[config.mk]
export PLATFORM = sky130hd
export DESIGN_NAME = audio_out_selector
export DESIGN_NICKNAME = d
export VERILOG_FILES = /design/src/rtl/audsel_pkg.sv /design/src/rtl/lock_seq.sv /design/src/rtl/route_sel.sv /design/src/rtl/err_rpt.sv /design/src/rtl/audio_out_selector.sv
export SDC_FILE = /design/constraint.sdc
export NUM_CORES = 1
export LEC_CHECK = 0
export ABC_AREA = 1
export BUFFER_PORTS_ARGS = -buffer_cell sky130_fd_sc_hd__buf_2
export CAP_MARGIN = 30
export CORE_AREA = 2 2 39 41
export CTS_CLUSTER_DIAMETER = 40
export CTS_CLUSTER_SIZE = 24
export DETAILED_ROUTE_END_ITERATION = 10
export DIE_AREA = 0 0 41 43
export SYNTH_ARGS = -nofsm -noshare
export SYNTH_HDL_FRONTEND = slang
export SYNTH_HIERARCHICAL = 1
export SYNTH_SLANG_ARGS = --single-unit
[constraint.sdc]
create_clock -name clk -period 2.61 [get_ports clk]
set_input_delay 0.522 -clock clk [delete_from_list [all_inputs] [get_ports clk]]
set_output_delay 0.522 -clock clk [all_outputs]
set_load 0.005 [all_outputs]
[src/rtl/audsel_pkg.sv]
// Package: shared encodings for the lock-aware audio output selector.
// Assumes: nothing beyond IEEE 1800-2017 enums.
package audsel_pkg;

    // Sequencer position for automatic lock-driven selection
    typedef enum logic [1:0] {
        SEQ_AUX  = 2'd0,
        SEQ_MUTE = 2'd1,
        SEQ_DEM  = 2'd2
    } seq_t;

    // Route actually applied to the output for the current frame
    typedef enum logic [1:0] {
        RT_MUTE = 2'd0,
        RT_AUX  = 2'd1,
        RT_DEM  = 2'd2
    } route_t;

endpackage

[src/rtl/lock_seq.sv]
// Module: lock_seq
// Tracks the effective lock at frame boundaries and walks the sequence
// auxiliary -> muted -> demodulated (and back). The muted stay lasts
// MUTE_FRAMES frames. At its end the source follows the lock seen then.
// Assumes fs_stb is a single-cycle strobe in the clk domain.
module lock_seq
    import audsel_pkg::*;
#(
    parameter int MUTE_FRAMES = 2
) (
    input  logic clk,
    input  logic rst_n,
    input  logic lock_eff,
    input  logic fs_stb,
    output seq_t state_d,
    output seq_t state_q
);
    localparam int CW = $clog2(MUTE_FRAMES + 1);
    localparam logic [CW-1:0] LAST = CW'(MUTE_FRAMES - 1);

    logic [CW-1:0] cnt_q;
    logic [CW-1:0] cnt_d;

    // Next-state logic: evaluated only on a frame-start strobe
    always_comb begin
        state_d = state_q;
        cnt_d   = cnt_q;
        if (fs_stb) begin
            unique case (state_q)
                SEQ_AUX: if (lock_eff) begin
                    state_d = SEQ_MUTE;
                    cnt_d   = '0;
                end
                SEQ_DEM: if (!lock_eff) begin
                    state_d = SEQ_MUTE;
                    cnt_d   = '0;
                end
                SEQ_MUTE: if (cnt_q == LAST) begin
                    state_d = lock_eff ? SEQ_DEM : SEQ_AUX;
                    cnt_d   = '0;
                end else begin
                    cnt_d = cnt_q + 1'b1;
                end
                default: state_d = SEQ_AUX;
            endcase
        end
    end

    // State and mute-frame counter registers
    always_ff @(posedge clk) begin
        if (!rst_n) begin
            state_q <= SEQ_AUX;
            cnt_q   <= '0;
        end else begin
            state_q <= state_d;
            cnt_q   <= cnt_d;
        end
    end


    seq_frame_only_chk: assert property (@(posedge clk) disable iff (!rst_n)
        !fs_stb |=> $stable(state_q));

    no_aux_to_dem_chk: assert property (@(posedge clk) disable iff (!rst_n)
        (state_q == SEQ_AUX) |=> (state_q != SEQ_DEM));

    no_dem_to_aux_chk: assert property (@(posedge clk) disable iff (!rst_n)
        (state_q == SEQ_DEM) |=> (state_q != SEQ_AUX));

endmodule

[src/rtl/route_sel.sv]
// Module: route_sel
// Applies the override priority (mute over force-aux over sequencer) at
// frame starts. It registers the selected data bit on each bit strobe.
// Assumes the fs_stb cycle also carries the first bit strobe of the frame.
module route_sel
    import audsel_pkg::*;
(
    input  logic clk,
    input  logic rst_n,
    input  seq_t state_d,
    input  logic fs_stb,
    input  logic bclk_stb,
    input  logic force_aux,
    input  logic force_mute,
    input  logic demod_bit,
    input  logic aux_bit,
    output logic out_bit
);
    route_t route_q;
    route_t route_new;
    route_t route_d;
    logic   data_sel;

    // Priority resolution for the frame about to start
    always_comb begin
        if (force_mute)                route_new = RT_MUTE;
        else if (force_aux)            route_new = RT_AUX;
        else if (state_d == SEQ_DEM)   route_new = RT_DEM;
        else if (state_d == SEQ_AUX)   route_new = RT_AUX;
        else                           route_new = RT_MUTE;
    end

    // Route in effect this cycle, switching only at a frame start
    always_comb route_d = fs_stb ? route_new : route_q;

    // Data multiplexer for the effective route
    always_comb begin
        unique case (route_d)
            RT_DEM:  data_sel = demod_bit;
            RT_AUX:  data_sel = aux_bit;
            default: data_sel = 1'b0;
        endcase
    end

    // Route holding register, muted out of reset
    always_ff @(posedge clk) begin
        if (!rst_n) route_q <= RT_MUTE;
        else        route_q <= route_d;
    end

    // Output bit register, loaded on bit strobes only
    always_ff @(posedge clk) begin
        if (!rst_n)        out_bit <= 1'b0;
        else if (bclk_stb) out_bit <= data_sel;
    end


    out_hold_chk: assert property (@(posedge clk) disable iff (!rst_n)
        !bclk_stb |=> $stable(out_bit));

    mute_wins_chk: assert property (@(posedge clk) disable iff (!rst_n)
        (fs_stb && bclk_stb && force_mute) |=> !out_bit);

    route_frame_only_chk: assert property (@(posedge clk) disable iff (!rst_n)
        !fs_stb |=> $stable(route_q));

endmodule

[src/rtl/err_rpt.sv]
// Module: err_rpt
// Registers the error/status flag: high when unlocked or when forced.
// Assumes lock_eff already folds in the loop-enable condition.
module err_rpt (
    input  logic clk,
    input  logic rst_n,
    input  logic lock_eff,
    input  logic force_err,
    output logic err_out
);
    // Error flag register, asserted out of reset
    always_ff @(posedge clk) begin
        if (!rst_n) err_out <= 1'b1;
        else        err_out <= force_err | ~lock_eff;
    end


    forced_err_chk: assert property (@(posedge clk) disable iff (!rst_n)
        force_err |=> err_out);

    locked_clear_chk: assert property (@(posedge clk) disable iff (!rst_n)
        (!force_err && lock_eff) |=> !err_out);

endmodule

[src/rtl/audio_out_selector.sv]
// Module: audio_out_selector (top)
// Lock-aware selection between demodulated and auxiliary serial data,
// with a muted gap on every switch and three override bits.
// Assumes all strobes and controls are synchronous to clk.
module audio_out_selector
    import audsel_pkg::*;
#(
    parameter int MUTE_FRAMES = 2
) (
    input  logic clk,
    input  logic rst_n,
    input  logic pll_on,
    input  logic pll_lock,
    input  logic demod_bit,
    input  logic aux_bit,
    input  logic fs_stb,
    input  logic bclk_stb,
    input  logic force_aux,
    input  logic force_mute,
    input  logic force_err,
    output logic out_bit,
    output logic err_out
);
    logic lock_eff;
    seq_t st_d;
    seq_t st_q;

    // Lock only counts while the recovery loop runs
    always_comb lock_eff = pll_on & pll_lock;

    lock_seq #(.MUTE_FRAMES(MUTE_FRAMES)) u_seq (
        .clk      (clk),
        .rst_n    (rst_n),
        .lock_eff (lock_eff),
        .fs_stb   (fs_stb),
        .state_d  (st_d),
        .state_q  (st_q)
    );

    route_sel u_route (
        .clk        (clk),
        .rst_n      (rst_n),
        .state_d    (st_d),
        .fs_stb     (fs_stb),
        .bclk_stb   (bclk_stb),
        .force_aux  (force_aux),
        .force_mute (force_mute),
        .demod_bit  (demod_bit),
        .aux_bit    (aux_bit),
        .out_bit    (out_bit)
    );

    err_rpt u_err (
        .clk       (clk),
        .rst_n     (rst_n),
        .lock_eff  (lock_eff),
        .force_err (force_err),
        .err_out   (err_out)
    );


    stopped_loop_err_chk: assert property (@(posedge clk) disable iff (!rst_n)
        !pll_on |=> err_out);

endmodule

==> impl_metrics.csv <==
group,metric,value,unit
clock_tree,cts_buffers,3,
floorplan,dieArea,1763,um2
critical_path,r2r_start,"u_seq/state_q[0]",
power_and_ir_drop,p_per_area,476.5,nW/um2
logic_synthesis,synth_seq_area_share,34.88,%
power_and_ir_drop,pwr-share-clk,35.1,%
sta,period_needed,1786,ps
routing,antenna_left,0,
routing,firstDrtPassIters,4,
sta,worst_pin_slew,190.9,ps
sta,relSlewSlack,87.19,%
routing,drc,0,
sta,rsz0062_at_grt,"no",
routing,drtIter0Drc,13,
floorplan,coreArea,1384,um2
power_and_ir_drop,pwr-share-comb,16.4,%
hold_path,worstHoldStart,"u_seq/cnt_q[1]",
outcome,status,"finished, final reports clean",
layout,nNetsFinal,101,
power_and_ir_drop,power_frac_seq,48.5,%
logic_synthesis,yosys-top-cells-area,"dfxtp_1 35%, nand2_1 14%, inv_1 13%, a21oi_1 5.4%, ha_1 5.4%",
flow_run,drv_cap,0,
layout,nFillCells,147,
global_routing,grt_pass1_vias,351,
logic_synthesis,synth.cell_area,459.2,um2
power_and_ir_drop,ir_drop,0.2247,mV
sta,hold_viol,0,
clock_tree,clock_sinks,8,
floorplan,pin_count,13,
sta,final-max-slew-violation-count,0,
critical_path,worstSetupPathType,"input port to register",
global_routing,grt_first_pass_wirelength,1297,um
clock_tree,root_buffer,"clkbuf_4",
logic_synthesis,ys_types,14,
routing,avgRoutedWirePerCell,7.520,um
placement,place_area,539.3,um2
layout,diodes,0,
routing,routed_via_density,4.363,
critical_path,worstPathArrival,1970,ps
critical_path,critPathCaptureType,"register",
global_routing,grt_overflow,0,
clock_tree,cts_tree,"done",
layout,fin_area,561.8,um2
global_routing,grt_max_degree,6,
clock_tree,clk_path_buf_depth,2,
clock_tree,htree_levels,1,
placement,io_buffers,12,
layout,areaGrowthSynthToFinish,22.34,%
critical_path,cp-start-kind,"input port",
power_and_ir_drop,p_int,0.0001977,W
critical_path,r2r_setup_slack,920,ps
floorplan,die_h,43,um
critical_path,required,2800,ps
layout,drive_gt1_share,27.91,%
hold_path,hold_path_depth,2,
hold_path,whs_endpoint,"u_seq/cnt_q[1]",
routing,wl,767,um
power_and_ir_drop,p_switching,0.00006999,W
critical_path,r2r-end,"u_route/out_bit",
logic_synthesis,avgSynthCellArea,6.467,um2
global_routing,antenna_found_initial,0,
power_and_ir_drop,swShare,26.15,%
sta,timing.fmax,560.0,MHz
logic_synthesis,synth_top_cell_area_share,34.88,%
critical_path,rr_worst_depth,13,
floorplan,rows,14,
hold_path,hold_class,"register to register",
clock_tree,clk_pin_slew_worst_paths,50,ps
sta,fin_crit_sh,68.42,%
floorplan,fp.dieW,41,um
clock_tree,cts_setup_buffers,0,
clock_tree,hold_buffers,0,
logic_synthesis,synth_cells,71,
routing,vias,445,
sta,setup_tns,0,ps
sta,setup_violations,0,
clock_tree,ctsResizeCount,0,
logic_synthesis,yosys.area.top_type,"dfxtp_1",
floorplan,start_util,33.18,%
critical_path,startpoint,"pll_on",
sta,fin_skew,3.221,ps
clock_tree,clock_latency,250,ps
power_and_ir_drop,p_leak,0.3104,nW
placement,gp_congestion,0.8289,
critical_path,cp_max_fo,5,
placement,hpwlAfterDp,632.5,um
logic_synthesis,syn_nets,84,
global_routing,grt_usage,11.27,%
logic_synthesis,synth_warnings,6,
logic_synthesis,synth-seq-cells,8,
-- metrics by stage --
stage               cells  util [%]  worst slack, ps  hold slack [ps]   power, W
global route          102     40.60            621.5            451.9  0.0002838
CTS                   102     40.60            812.1            435.2  0.0002702
finish                102     40.60            824.2            432.4  0.0002677
detailed placement     99     38.97            542.6            426.5  0.0001767
global placement       99     38.97            561.1            424.9  0.0001762
floorplan              71         -            782.3            415.5  0.0001615
-- final cells by class --
| type | instances | area [um2] | share of cell area (%) |
|---|---|---|---|
| multi-input cells | 45 | 231.5 | 41.20 |
| flip-flops and latches | 8 | 160.2 | 28.51 |
| clock buffers | 3 | 22.52 | 4.009 |
| inverters | 18 | 67.56 | 12.03 |
| well taps | 16 | 20.02 | 3.563 |
| repair buffers | 12 | 60.06 | 10.69 |
-- layout by cell type (no fill, tap or decap) --
cell type / synthesis / layout
nand2_1: 17 / 17
inv_1: 16 / 16
buf_2: 0 / 12
dfxtp_1: 8 / 8
nor2_1: 5 / 5
a21oi_1: 5 / 5
nor2_2: 4 / 4
o21ai_1: 4 / 4
clkbuf_4: 0 / 3
nand3_2: 2 / 2
inv_2: 2 / 2
ha_1: 2 / 2
nand4_1: 2 / 2
nand3_1: 2 / 2
o21ai_0: 1 / 1
nand2_2: 1 / 1
-- per-layer routing --
layer | GRT usage, % | up-vias | routed length [um]
met4 | 12.00 | 0 | 39
met5 | 0 | - | 0
met2 | 14.06 | 12 | 295
met3 | 1.571 | 4 | 33
met1 | 14.89 | 182 | 399
li1 | - | 247 | -
-- synth_stat cells, drive strengths merged --
library cell   n
nand3          4
nor2           9
nand4          2
ha             2
dfxtp          8
nand2         18
a21oi          5
inv           18
o21ai          5
-- worst max path at each step --
stage,cells past startpoint,slack (ps),to
finish,17,820,u_route/out_bit
floorplan,15,780,u_route/out_bit
global route,16,620,u_route/out_bit
detailed placement,17,540,u_route/out_bit
CTS,17,810,u_route/out_bit
global placement,17,560,u_route/out_bit
-- logic make-up after synthesis --
group           after synthesis  synth area share [%]
buf+inv                      18                 14.72
compound gates               10                 10.90
flops                         8                 34.88
fa+ha+maj                     2                 5.449
simple gates                 33                 34.06
-- power by group through the flow --
stage                     Clock (W)  Sequential, W  Combinational, W
after CTS                 0.0000960       0.000130         0.0000445
final                     0.0000939       0.000130         0.0000440
after detailed placement          0       0.000132         0.0000443
after global placement            0       0.000132         0.0000440
after floorplan                   0       0.000132         0.0000295
after global routing       0.000102       0.000130         0.0000517
-- sequential cells by signal, summed over array words and instances (netlist names) --
| name | flops |
|---|---|
| u_seq/state_q | 2 |
| u_err/err_out | 1 |
| u_route/route_q | 2 |
| u_route/out_bit | 1 |
| u_seq/cnt_q | 2 |
-- critical path, stage by stage --
cell and delay, ps:
buf_2 90, nand2_1 50, inv_1 80, inv_1 60, nor2_1 40, o21ai_1 120, nand2_1 70, nand2_2 80
inv_1 60, nor2_2 110, nand3_2 70, nand2_1 90, inv_1 50, ha_1 280, inv_1 50, nand2_1 50
a21oi_1 100
(Power assumes the default switching activity.)
